[config.mk]
export PLATFORM = sky130hd
export DESIGN_NAME = hb_xlate
export DESIGN_NICKNAME = d
export VERILOG_FILES = /design/src/rtl/hb_pkg.sv /design/src/rtl/hb_cfg_addr.sv /design/src/rtl/hb_route.sv /design/src/rtl/hb_rst_pin.sv /design/src/rtl/hb_xlate.sv
export SDC_FILE = /design/constraint.sdc
export NUM_CORES = 1
export LEC_CHECK = 0
export CORE_ASPECT_RATIO = 0.6
export CORE_MARGIN = 4
export CORE_UTILIZATION = 44
export CTS_BUF_LIST = sky130_fd_sc_hd__clkbuf_4 sky130_fd_sc_hd__clkbuf_8
export DETAILED_ROUTE_END_ITERATION = 12
export PLACE_DENSITY = 0.95
export SLEW_MARGIN = 20
export SYNTH_ARGS = -nofsm -noshare
export SYNTH_HDL_FRONTEND = slang
export SYNTH_SLANG_ARGS = --single-unit
export TNS_END_PERCENT = 50
[constraint.sdc]
create_clock -name clk -period 2.4 [get_ports clk]
set_input_delay 0.48 -clock clk [delete_from_list [all_inputs] [get_ports clk]]
set_output_delay 0.48 -clock clk [all_outputs]
set_load 0.02 [all_outputs]
[src/rtl/hb_pkg.sv]
`timescale 1ns/1ps
package hb_pkg;
    localparam int DW        = 32;
    localparam int BEW       = DW / 8;
    localparam int DEV_W     = 5;
    localparam int FN_W      = 3;
    localparam int REG_W     = 8;
    localparam int SEL_BASE  = 13;
    localparam int MAX_DEV   = 18;
    localparam int HOST_SLOT = 3;
    localparam int CFG_LIMIT = 20;
    localparam int ABORT_BIT = 26;
    localparam int CTRL_W    = 6;
    localparam logic [CTRL_W-1:0] CTRL_MASK = 6'b111110;
    localparam logic [1:0] WIN_TAG = 2'b10;

    typedef enum logic [0:0] {ST_IDLE, ST_BUS} hb_st_e;

    typedef struct packed {
        hb_st_e            st;
        logic [CTRL_W-1:0] ctrl;
        logic              abort;
        logic              rdy;
        logic              err;
        logic [DW-1:0]     rdata;
        logic              cfg;
        logic              we;
        logic [DW-1:0]     addr;
        logic [BEW-1:0]    be;
        logic [DW-1:0]     wdata;
    } hb_state_t;
endpackage

[src/rtl/hb_cfg_addr.sv]
`timescale 1ns/1ps
module hb_cfg_addr
    import hb_pkg::*;
#(
    parameter int SEL_W = 64
) (
    input  logic [DEV_W-1:0] dev,
    input  logic [FN_W-1:0]  fn,
    input  logic [REG_W-1:0] regoff,
    output logic [DW-1:0]    cfg_addr,
    output logic             cfg_bad
);
    localparam int SH_W = $clog2(SEL_W);

    logic [SEL_W-1:0] sel_wide;
    logic [SEL_W-1:0] full;

    always_comb begin
        sel_wide = {{(SEL_W-1){1'b0}}, 1'b1} << (SH_W'(SEL_BASE) + SH_W'(dev));
        full     = sel_wide
                 | (SEL_W'(fn) << REG_W)
                 | SEL_W'({regoff[REG_W-1:2], 2'b00});
        cfg_addr = full[DW-1:0];
        cfg_bad  = (int'(dev) > MAX_DEV) || (|full[SEL_W-1:CFG_LIMIT])
                 || (int'(dev) == HOST_SLOT);
    end
endmodule

[src/rtl/hb_route.sv]
`timescale 1ns/1ps
module hb_route
    import hb_pkg::*;
(
    input  logic [DW-1:0] addr,
    input  logic          cfg_mode,
    input  logic [1:0]    hi_bits,
    output logic          fwd,
    output logic [DW-1:0] out_addr
);
    logic [DW-1:0] cfg_addr;
    logic          cfg_bad;

    hb_cfg_addr u_cfg (
        .dev     (addr[REG_W+FN_W +: DEV_W]),
        .fn      (addr[REG_W +: FN_W]),
        .regoff  (addr[REG_W-1:0]),
        .cfg_addr(cfg_addr),
        .cfg_bad (cfg_bad)
    );

    always_comb begin
        fwd      = (addr[DW-1:DW-2] == WIN_TAG) && !(cfg_mode && cfg_bad);
        out_addr = cfg_mode ? cfg_addr : {hi_bits, addr[DW-3:0]};
    end
endmodule

[src/rtl/hb_rst_pin.sv]
`timescale 1ns/1ps
module hb_rst_pin (
    input  logic [1:0] mode,
    output logic       oe,
    output logic       drv
);
    always_comb begin
        oe  = 1'b0;
        drv = 1'b0;
        case (mode)
            2'd1: oe = 1'b1;
            2'd2: begin oe = 1'b1; drv = 1'b1; end
            default: ;
        endcase
    end
endmodule

[src/rtl/hb_xlate.sv]
`timescale 1ns/1ps
module hb_xlate
    import hb_pkg::*;
(
    input  logic           clk,
    input  logic           rst_n,
    input  logic           lcl_req,
    input  logic           lcl_we,
    input  logic [DW-1:0]  lcl_addr,
    input  logic [BEW-1:0] lcl_be,
    input  logic [DW-1:0]  lcl_wdata,
    output logic           lcl_ready,
    output logic           lcl_err,
    output logic [DW-1:0]  lcl_rdata,
    input  logic           reg_wr,
    input  logic           reg_sel,
    input  logic [DW-1:0]  reg_wdata,
    output logic [DW-1:0]  reg_rdata,
    output logic           bm_req,
    output logic           bm_cfg,
    output logic           bm_we,
    output logic [DW-1:0]  bm_addr,
    output logic [BEW-1:0] bm_be,
    output logic [DW-1:0]  bm_wdata,
    input  logic           bm_ack,
    input  logic           bm_abort,
    input  logic [DW-1:0]  bm_rdata,
    output logic           bus_rst_oe,
    output logic           bus_rst_drv
);
    hb_state_t s_q, s_d;
    logic          fwd;
    logic [DW-1:0] out_addr;
    logic          abort_flag;

    hb_route u_route (
        .addr    (lcl_addr),
        .cfg_mode(s_q.ctrl[1]),
        .hi_bits (s_q.ctrl[3:2]),
        .fwd     (fwd),
        .out_addr(out_addr)
    );

    hb_rst_pin u_rst (
        .mode(s_q.ctrl[5:4]),
        .oe  (bus_rst_oe),
        .drv (bus_rst_drv)
    );

    always_comb begin
        s_d     = s_q;
        s_d.rdy = 1'b0;
        if (reg_wr && !reg_sel)
            s_d.ctrl = reg_wdata[CTRL_W-1:0] & CTRL_MASK;
        if (reg_wr && reg_sel && reg_wdata[ABORT_BIT])
            s_d.abort = 1'b0;
        case (s_q.st)
            ST_IDLE: begin
                if (lcl_req) begin
                    if (fwd) begin
                        s_d.st    = ST_BUS;
                        s_d.cfg   = s_q.ctrl[1];
                        s_d.we    = lcl_we;
                        s_d.addr  = out_addr;
                        s_d.be    = lcl_be;
                        s_d.wdata = lcl_wdata;
                    end else begin
                        s_d.rdy   = 1'b1;
                        s_d.err   = 1'b1;
                        s_d.rdata = '1;
                    end
                end
            end
            ST_BUS: begin
                if (bm_ack) begin
                    s_d.st    = ST_IDLE;
                    s_d.rdy   = 1'b1;
                    s_d.err   = bm_abort;
                    s_d.rdata = bm_abort ? '1 : bm_rdata;
                    if (bm_abort)
                        s_d.abort = 1'b1;
                end
            end
            default: s_d.st = ST_IDLE;
        endcase
    end

    always_ff @(posedge clk) begin
        if (!rst_n) s_q <= '0;
        else        s_q <= s_d;
    end

    assign abort_flag = s_q.abort;
    assign lcl_ready  = s_q.rdy;
    assign lcl_err    = s_q.err;
    assign lcl_rdata  = s_q.rdata;
    assign bm_req     = (s_q.st == ST_BUS);
    assign bm_cfg     = s_q.cfg;
    assign bm_we      = s_q.we;
    assign bm_addr    = s_q.addr;
    assign bm_be      = s_q.be;
    assign bm_wdata   = s_q.wdata;
    assign reg_rdata  = reg_sel ? (DW'(s_q.abort) << ABORT_BIT)
                                : DW'(s_q.ctrl);
endmodule

[Word-level counts from Yosys, hierarchy flattened]
Index checks and enable logic that the tools add are counted.
Widths: inputs -> output; s select.
Word-level totals
  output and inout bits: 139
  bits of input ports: 140
  bits in registers: 111
  logic and storage cells: 54
Cells by class
  $add $sub $neg: 1
  reductions and logical operators: 13
  shift-type cells: 1
  magnitude comparators: 1
  bitwise logic cells: 3
  equality and inequality tests: 7
  multiplexer cells: 17
Operators with widths (count)
  $mux 104: 1
  $mux 70: 1
  $pmux 34 s2: 1
  $mux 32: 2
  $or 64x11->64: 1
  $or 64x8->64: 1
  $shl 1x6->64 const A: 1
  $reduce_or 44->1: 1
  $mux 35: 1
  $mux 34: 1
  $mux 27: 1
  $mux 1: 8
  $add 4x5->6 const A: 1
  $ne 2x2->1 const B: 3
  $reduce_and 3->1: 2
  $eq 5x3->1 const B: 1
  $gt 5x5->1 const B: 1
  $logic_and 1x1->1: 5
  $eq 2x2->1 const B: 2
  $eq 2x1->1 const B: 1
  $logic_not 1->1: 2
  $logic_or 1x1->1: 2
  $pmux 1 s2: 1
  $reduce_or 2->1: 1
  $not 1->1: 1

[Logic depth before layout (Yosys ltp)]
Gate-level depths: netlist of the first run.
  word-level depth: 13
  depth in mapped cells: 7
  depth with buffers taken out: 4

[Cells and area by module]
A second synthesis of the first run with hierarchy kept.
Second synthesis, totals
  cell total of the unflattened synthesis: 637
  area total of the unflattened synthesis: 5718.0 um2
Modules (own cells, without submodules)
  hb_xlate: area an instance 4912.2 um2, sequential area each 2222.1 um2, instances 1, cells each 553
  hb_route: area an instance 551.8 um2, sequential area each 0.0 um2, instances 1, cells each 38
  hb_cfg_addr: area an instance 234.0 um2, sequential area each 0.0 um2, instances 1, cells each 43
  hb_rst_pin: area an instance 20.0 um2, sequential area each 0.0 um2, instances 1, cells each 3

[Least setup slack after synthesis of the first run]
No wires, ideal clock.
  path type: register to output
  start point: reg s_q[106] in the netlist's numbering
  end point: out reg_rdata[1]
  setup slack: 0.817 ns
  path buffers: 2
  data required time: 1.920 ns
  cell stages (with the launch flop): 5
  arrival time: 1.103 ns
  cells stage by stage: dfxtp_1 > inv_2 > buf_2 > clkbuf_1 > nor2_1
Between the ends
  cells in the longest elaborated chain, start to end: 1
RTL lines
  from (decl): RTL line hb_xlate.sv:31  | hb_state_t s_q, s_d;
  from (signal assigned): RTL line hb_xlate.sv:89  | if (!rst_n) s_q <= '0;
  from (signal assigned): RTL line hb_xlate.sv:90  | else s_q <= s_d;
  $mux 27: RTL line hb_xlate.sv:103  | assign reg_rdata = reg_sel ? (DW'(s_q.abort) << ABORT_BIT)
  to (decl): RTL line hb_xlate.sv:18  | output logic [DW-1:0] reg_rdata,
Every way passes these cells.

[Worst setup path after layout of the first run]
  start point: in reg_sel
  end point: out reg_rdata[1]
Between the ends
  cells in the longest elaborated chain, start to end: 1
RTL lines
  from (decl): RTL line hb_xlate.sv:16  | input logic reg_sel,
  $mux 27: RTL line hb_xlate.sv:103
Every way passes these cells.

==> qor.csv, run 1 <==
stage,metric,value,unit
global_route,grt-ovfl-total,0,
worst_setup_path,arrival,1860,ps
timing,final.min_clock_period,2340,ps
synth,netlist_area,5310,um^2
worst_setup_path,cp_common_cell,clkdlybuf4s50_1,
die,die_x,150,um
timing,holdWs,458,ps
global_route,grt_start_max_net_pins,70,
synth,yosysTopAreaCell,dfxtp_1,
timing,finalSetupTns,0,ps
worst_setup_path,crit_buf_inv,3,
worst_setup_path,path_delay_family,buffers and inverters,
status,status,"complete, no violations",
synth,synthTopCellsByArea,"dfxtp_1 42%, buf_4 19%, nand2_1 7.0%",
cts,path_clk_slew,120,ps
cts,clock_latency,370,ps
worst_setup_path,start_kind,input port,
finish,final_common_cell,clkdlybuf4s50_1,
worst_setup_path,path_cells,"clkdlybuf4s50_1, buf_4, nor2_1, clkdlybuf4s50_1",
synth,synthCells,643,
timing,hold_viol,0,
worst_setup_path,cp-end-kind,output port,
drt,drtIter0Drc,155,
global_route,grt_usage,19.4,%
cts,cts.sinks,111,
global_route,grt_pass1_wl,21600,um
power,vdd_drop_max,0.000305,V
worst_setup_path,critPathSlowestCell,clkdlybuf4s50_1,
power,power,4.18,mW
synth,ys_ff_latch,111,
die,die_area,14000,um^2
place,routabilityCongestion,0.734,
finish,utilization,61.5,%
finish,drive_gt1_share,6.76,%
place,dp.cells,898,
worst_setup_path,cpPeakStageDelay,610,ps
cts,cts_tree,yes,
synth,yosysSeqAreaShare,41.8,%
timing,rsz0062_at_grt,no,
finish,mostFrequentLayoutCells,"222 x clkdlybuf4s50_1, 111 x dfxtp_1, 99 x nand2_1, 70 x a21oi_1, 54 x o21ai_0",
timing,fin_skew,19.9,ps
timing,setup_viol,0,
drt,vias_per_cell,4.94,
finish,synthToLayoutAreaGrowth,33.8,%
power,power.density,588,nW/um^2
die,rows,30,
synth,synth.avg_cell_area,8.26,um^2
global_route,antenna_found_initial,0,
worst_setup_path,worst-setup-path-type,in -> out,
die,initial_core_util,45.9,%
worst_setup_path,cp_max_fo,4,
drt,dr.pass1.iters,4,
synth,synth_edf_count,0,
timing,fin_crit_sh,97.5,%
worst_setup_path,worst_ep_required_time,1920,ps
global_route,grt_pass1_vias,4286,
min_path,hp-class,reg -> reg,
finish,final_cells,914,
finish,antenna_cells,0,
place,numPortBuffers,226,
drt,wl_per_cell,16.1,um
die,die_h,93.1,um
cts,clockBufferDepth,2,
synth,synth_flop_cell,dfxtp_1,
place,hpwl,11100,um
synth,synthDistinctLibCells,38,
timing,slew_viol_final,0,
timing,max_freq,427,MHz
finish,nets,890,
synth,async_reset_ff_share,0,%
cts,cts_hold_buf,0,
die,core-area,11600,um^2
cts,htree_levels,3,
synth,yosysWarnings,0,
drt,drtAntennaViolNets,0,
cts,numCtsBuffers,9,
die,io_pins,279,
drt,wl,14800,um
synth,synth.top_cell.area_share,41.8,%
job,cap_violations,0,
power,p_leak,2.63,nW
drt,routed-via-count,4516,
drt,drc,0,
cts,cts_setup_buffers,0,
cts,clock-root-buffer,clkbuf_8,
layout make-up:
type	count	area, um^2
Fill cell	972	4450
Timing Repair Buffer	243	2450
Sequential cell	111	2220
Multi-Input combinational cell	380	1970
Tap cell	160	200
Clock buffer	9	124
Clock inverter	7	124
Inverter	4	15.0
cell usage after synthesis, drive strengths merged, types with 2 or more instances:
master    n
a21oi    70
a31oi     2
and2      2
buf     148
clkbuf   25
dfxtp   111
inv       3
mux2i     3
nand2    99
nand3    42
nand3b    2
nand4    19
nor2      8
nor2b     7
nor4      2
o21ai    55
or3      32
worst reg2reg max path, delay by kind of cell, from the launching register on:
family | cells | cell delay, ps
AO/OA/AOI/OAI | 2 | 470
flip-flops | 1 | 440
buffers and inverters | 3 | 480
AND/OR/NAND/NOR | 1 | 130
worst paths after layout:
| path | start | end | slack [ps] | cells past startpoint |
|---|---|---|---|---|
| hold reg to reg | bm_wdata[30] | bm_wdata[30] | 460 | 2 |
| setup reg to reg | s_q[106] | lcl_ready | 790 | 6 |
| hold / removal | bm_wdata[30] | bm_wdata[30] | 460 | 2 |
| setup / recovery | reg_sel | reg_rdata[1] | 60 | 4 |
metal layers:
layer / up-vias / share of wire (%) / global-route usage, %
met4: 0 / 0.85 / 4.34
met3: 16 / 11 / 8.47
met5: - / 0 / 0
met1: 2113 / 41 / 22.7
met2: 166 / 48 / 33.0
li1: 2221 / - / -
cells by family (layout without fill, tap and decap cells):
| kind of cell | after synthesis | in the layout | share of synthesized area [%] |
|---|---|---|---|
| AOI/OAI and AO/OA | 132 | 132 | 13.3 |
| buffers and inverters | 177 | 263 | 23.1 |
| other | 1 | 26 | 0.0706 |
| muxes | 3 | 3 | 0.565 |
| DFF | 111 | 111 | 41.8 |
| adders and majority gates | 1 | 1 | 0.236 |
| and+or+nand+nor | 218 | 218 | 20.9 |
per-stage QoR:
step	cell area [um^2]	setup WS, ps
floorplan	5410	817
global placement	6860	30.2
detailed placement	6860	-12.0
CTS	7100	38.1
global route	7110	13.4
finish	7110	60.2
flip-flops by register name (all words and copies together) (netlist names):
signal      count
bm_wdata       32
bm_we           1
lcl_ready       1
s_q             5
bm_req          1
lcl_err         1
bm_addr        32
lcl_rdata      32
bm_be           4
bm_cfg          1
abort_flag      1
where the power goes:
part | internal, mW | switching, mW | total, mW
clock network | 0.705 | 0.661 | 1.37
registers | 1.94 | 0.0487 | 1.99
logic | 0.411 | 0.413 | 0.824
total | 3.05 | 1.12 | 4.18
timing repair:
action,4_1_cts,5_1_grt
gates resized for setup,1,2
pin swaps,0,0
setup endpoints to repair,1,2
No activity file was read; power rests on OpenSTA's default activity.
==> run 2, diff against run 1 <==
--- a/config.mk
+++ b/config.mk
@@ -6,10 +6,10 @@
 export NUM_CORES = 1
 export LEC_CHECK = 0
 export CORE_ASPECT_RATIO = 0.6
-export CORE_MARGIN = 4
 export CORE_UTILIZATION = 44
 export CTS_BUF_LIST = sky130_fd_sc_hd__clkbuf_4 sky130_fd_sc_hd__clkbuf_8
 export DETAILED_ROUTE_END_ITERATION = 12
+export HOLD_SLACK_MARGIN = 0.1
 export PLACE_DENSITY = 0.95
 export SLEW_MARGIN = 20
 export SYNTH_ARGS = -nofsm -noshare
==> constraint.sdc (replaced) <==
create_clock -name clk -period 2.7 [get_ports clk]
set_input_delay 0.54 -clock clk [delete_from_list [all_inputs] [get_ports clk]]
set_output_delay 0.54 -clock clk [all_outputs]
set_load 0.02 [all_outputs]
==> run 2 against run 1 <==
Net effect: routed wire length is 8.2% lower; non-clock buffer count is 3 lower; clock power is 31% lower; sequential power is 12% lower; utilization is 0.68 points lower; flip-flop and latch count stayed put; critical endpoint is now reg_rdata[5]; largest cell class unchanged; largest power group unchanged.
==> qor.csv, run 2 (synthesis results as in run 1) <==
stage,metric,value,unit,change
global_route,grt-ovfl-total,0,,unchanged
power,vdd_drop_max,0.000285,V,-6.5%
power,seqPwrFrac,51.5,%,+3.9 points
die,die_h,87.1,um,-6.4%
power,power.density,489,nW/um^2,-17%
timing,slew_viol_final,0,,unchanged
cts,cts_tree,yes,,
drt,wl,13500,um,-8.2%
worst_setup_path,cpPeakStageDelay,600,ps,about the same
power,p_leak,2.55,nW,-3.0%
global_route,grt_usage,21.3,%,+2.0 points
global_route,grt_start_max_net_pins,69,,-1.4%
cts,cts_setup_buffers,0,,unchanged
timing,hold_viol,0,,unchanged
cts,cts.sinks,111,,unchanged
min_path,hp-class,reg -> reg,,
die,core-area,11500,um^2,-0.32%
timing,rsz0062_at_grt,no,,
timing,fin_crit_sh,92.2,%,
power,power,3.43,mW,-18%
cts,htree_levels,3,,unchanged
power,p_comb_share,21.0,%,+1.3 points
power,switching_share,28.1,%,+1.3 points
worst_setup_path,worst-setup-path-type,in -> out,,
timing,fin_skew,10.5,ps,-9.43 ps
drt,routed-via-count,4483,,-0.73%
worst_setup_path,cp-end-kind,output port,,
power,power.internal,2.46,mW,-19%
finish,utilization,60.8,%,-0.68 points
global_route,antenna_found_initial,0,,unchanged
timing,finalSetupTns,0,ps,unchanged
finish,synthToLayoutAreaGrowth,31.9,%,
worst_setup_path,cp_common_cell,clkdlybuf4s50_1,,
cts,cts_resized,0,,-1
worst_setup_path,rr_worst_depth,5,,-1
die,io_pins,279,,unchanged
finish,antenna_cells,0,,unchanged
worst_setup_path,arrival,1950,ps,+90 ps
worst_setup_path,worst_ep_required_time,2160,ps,+240 ps
cts,clockBufferDepth,2,,unchanged
finish,mostFrequentLayoutCells,"225 x clkdlybuf4s50_1, 111 x dfxtp_1, 99 x nand2_1, 70 x a21oi_1, 54 x o21ai_0",,
drt,drtIter0Drc,175,,+13%
power,clkPwrFrac,27.5,%,-5.2 points
cts,cts_hold_buf,0,,unchanged
drt,wl_per_cell,14.9,um,-7.9%
drt,dr.pass1.iters,4,,unchanged
die,rows,30,,unchanged
place,hpwl,9970,um,-10%
cts,clock_latency,370,ps,about the same
finish,drive_gt1_share,6.39,%,-0.37 points
cts,path_clk_slew,110,ps,about the same
timing,setup_viol,0,,unchanged
min_path,holdPathStages,2,,unchanged
job,cap_violations,0,,unchanged
finish,final_common_cell,clkdlybuf4s50_1,,
timing,relSlewSlack,54.9,%,
timing,tightestPinTransition,676,ps,
worst_setup_path,start_kind,input port,,
place,numPortBuffers,226,,unchanged
place,routabilityCongestion,0.783,,+6.7%
timing,worst_slack,211,ps,+151 ps
global_route,grt_pass1_vias,4192,,-2.2%
global_route,grt_pass1_wl,20900,um,-3.5%
die,die_area,12500,um^2,-10%
drt,drc,0,,unchanged
worst_setup_path,critPathSlowestCell,clkdlybuf4s50_1,,
worst_setup_path,path_cells,"clkdlybuf4s50_1, buf_4, nor2b_1, clkdlybuf4s50_1",,
timing,final.min_clock_period,2490,ps,
place,dp_slack,205,ps,+217 ps
finish,nets,887,,-0.34%
cts,clock-root-buffer,clkbuf_8,,
die,die_x,144,um,-4.0%
die,initial_core_util,46.1,%,+0.15 points
cts,numCtsBuffers,9,,unchanged
power,p_sw,0.965,mW,-14%
drt,drtAntennaViolNets,0,,unchanged
timing,max_freq,402,MHz,
worst_setup_path,cp_max_fo,6,,+2
status,status,"complete, no violations",,
drt,vias_per_cell,4.92,,-0.40%
==> run 2: cell types whose count changed in the layout (fill, tap and decap cells not counted) <==
| cell | delta |
|---|---|
| clkdlybuf4s50_1 | +3 |
| clkbuf_8 | +1 |
| dlygate4sd2_1 | -1 |
| buf_4 | -2 |
| buf_12 | -1 |
| clkbuf_4 | +1 |
| clkinvlp_4 | -1 |
| bufinv_16 | -3 |
| inv_6 | -1 |
| clkinv_4 | +2 |
| dlymetal6s2s_1 | -2 |
| clkinv_2 | +1 |
==> run 2: path summary, 6_finish.rpt <==
path                 start           end  slack, ps
hold reg to reg   bm_be[2]      bm_be[2]        450
hold / removal    bm_be[2]      bm_be[2]        450
setup reg to reg    bm_req  lcl_rdata[7]       1030
setup / recovery   reg_sel  reg_rdata[5]        210
==> run 2: layout make-up <==
type                            count  area, um^2
Fill cell                         965        4520
Inverter                            4        15.0
Multi-Input combinational cell    380        1970
Clock inverter                      5        40.0
Tap cell                          160         200
Timing Repair Buffer              240        2410
Sequential cell                   111        2220
Clock buffer                       11         145
==> run 2: power groups by stage <==
stage | clock, mW | sequential (mW) | combinational [mW]
after floorplan | 0 | 1.79 | 0.466
after global placement | 0 | 1.80 | 0.707
after detailed placement | 0 | 1.80 | 0.720
after CTS | 0.980 | 1.77 | 0.722
after global routing | 1.05 | 1.78 | 0.773
final | 0.944 | 1.76 | 0.721
==> run 2: through the flow <==
step / instance area, um^2 / cells / hold WS (ps)
2_1_floorplan: 5410 / 668 / 430
3_5_place_dp: 6820 / 895 / 440
3_3_place_gp: 6820 / 895 / 435
6_report: 7010 / 911 / 452
5_1_grt: 7010 / 911 / 481
4_1_cts: 7010 / 911 / 455
==> run 2: layer usage <==
metal	wire (um)	GRT usage (%)	up-vias
met4	65	3.87	0
met2	6500	36.5	180
li1	-	-	2212
met5	0	0	-
met3	1400	9.35	8
met1	5570	25.0	2083
==> run 2: critical path: cells and delay by family <==
kind                   cells  cell delay, ps
AND/OR/NAND/NOR            1             100
buffers and inverters      3            1300
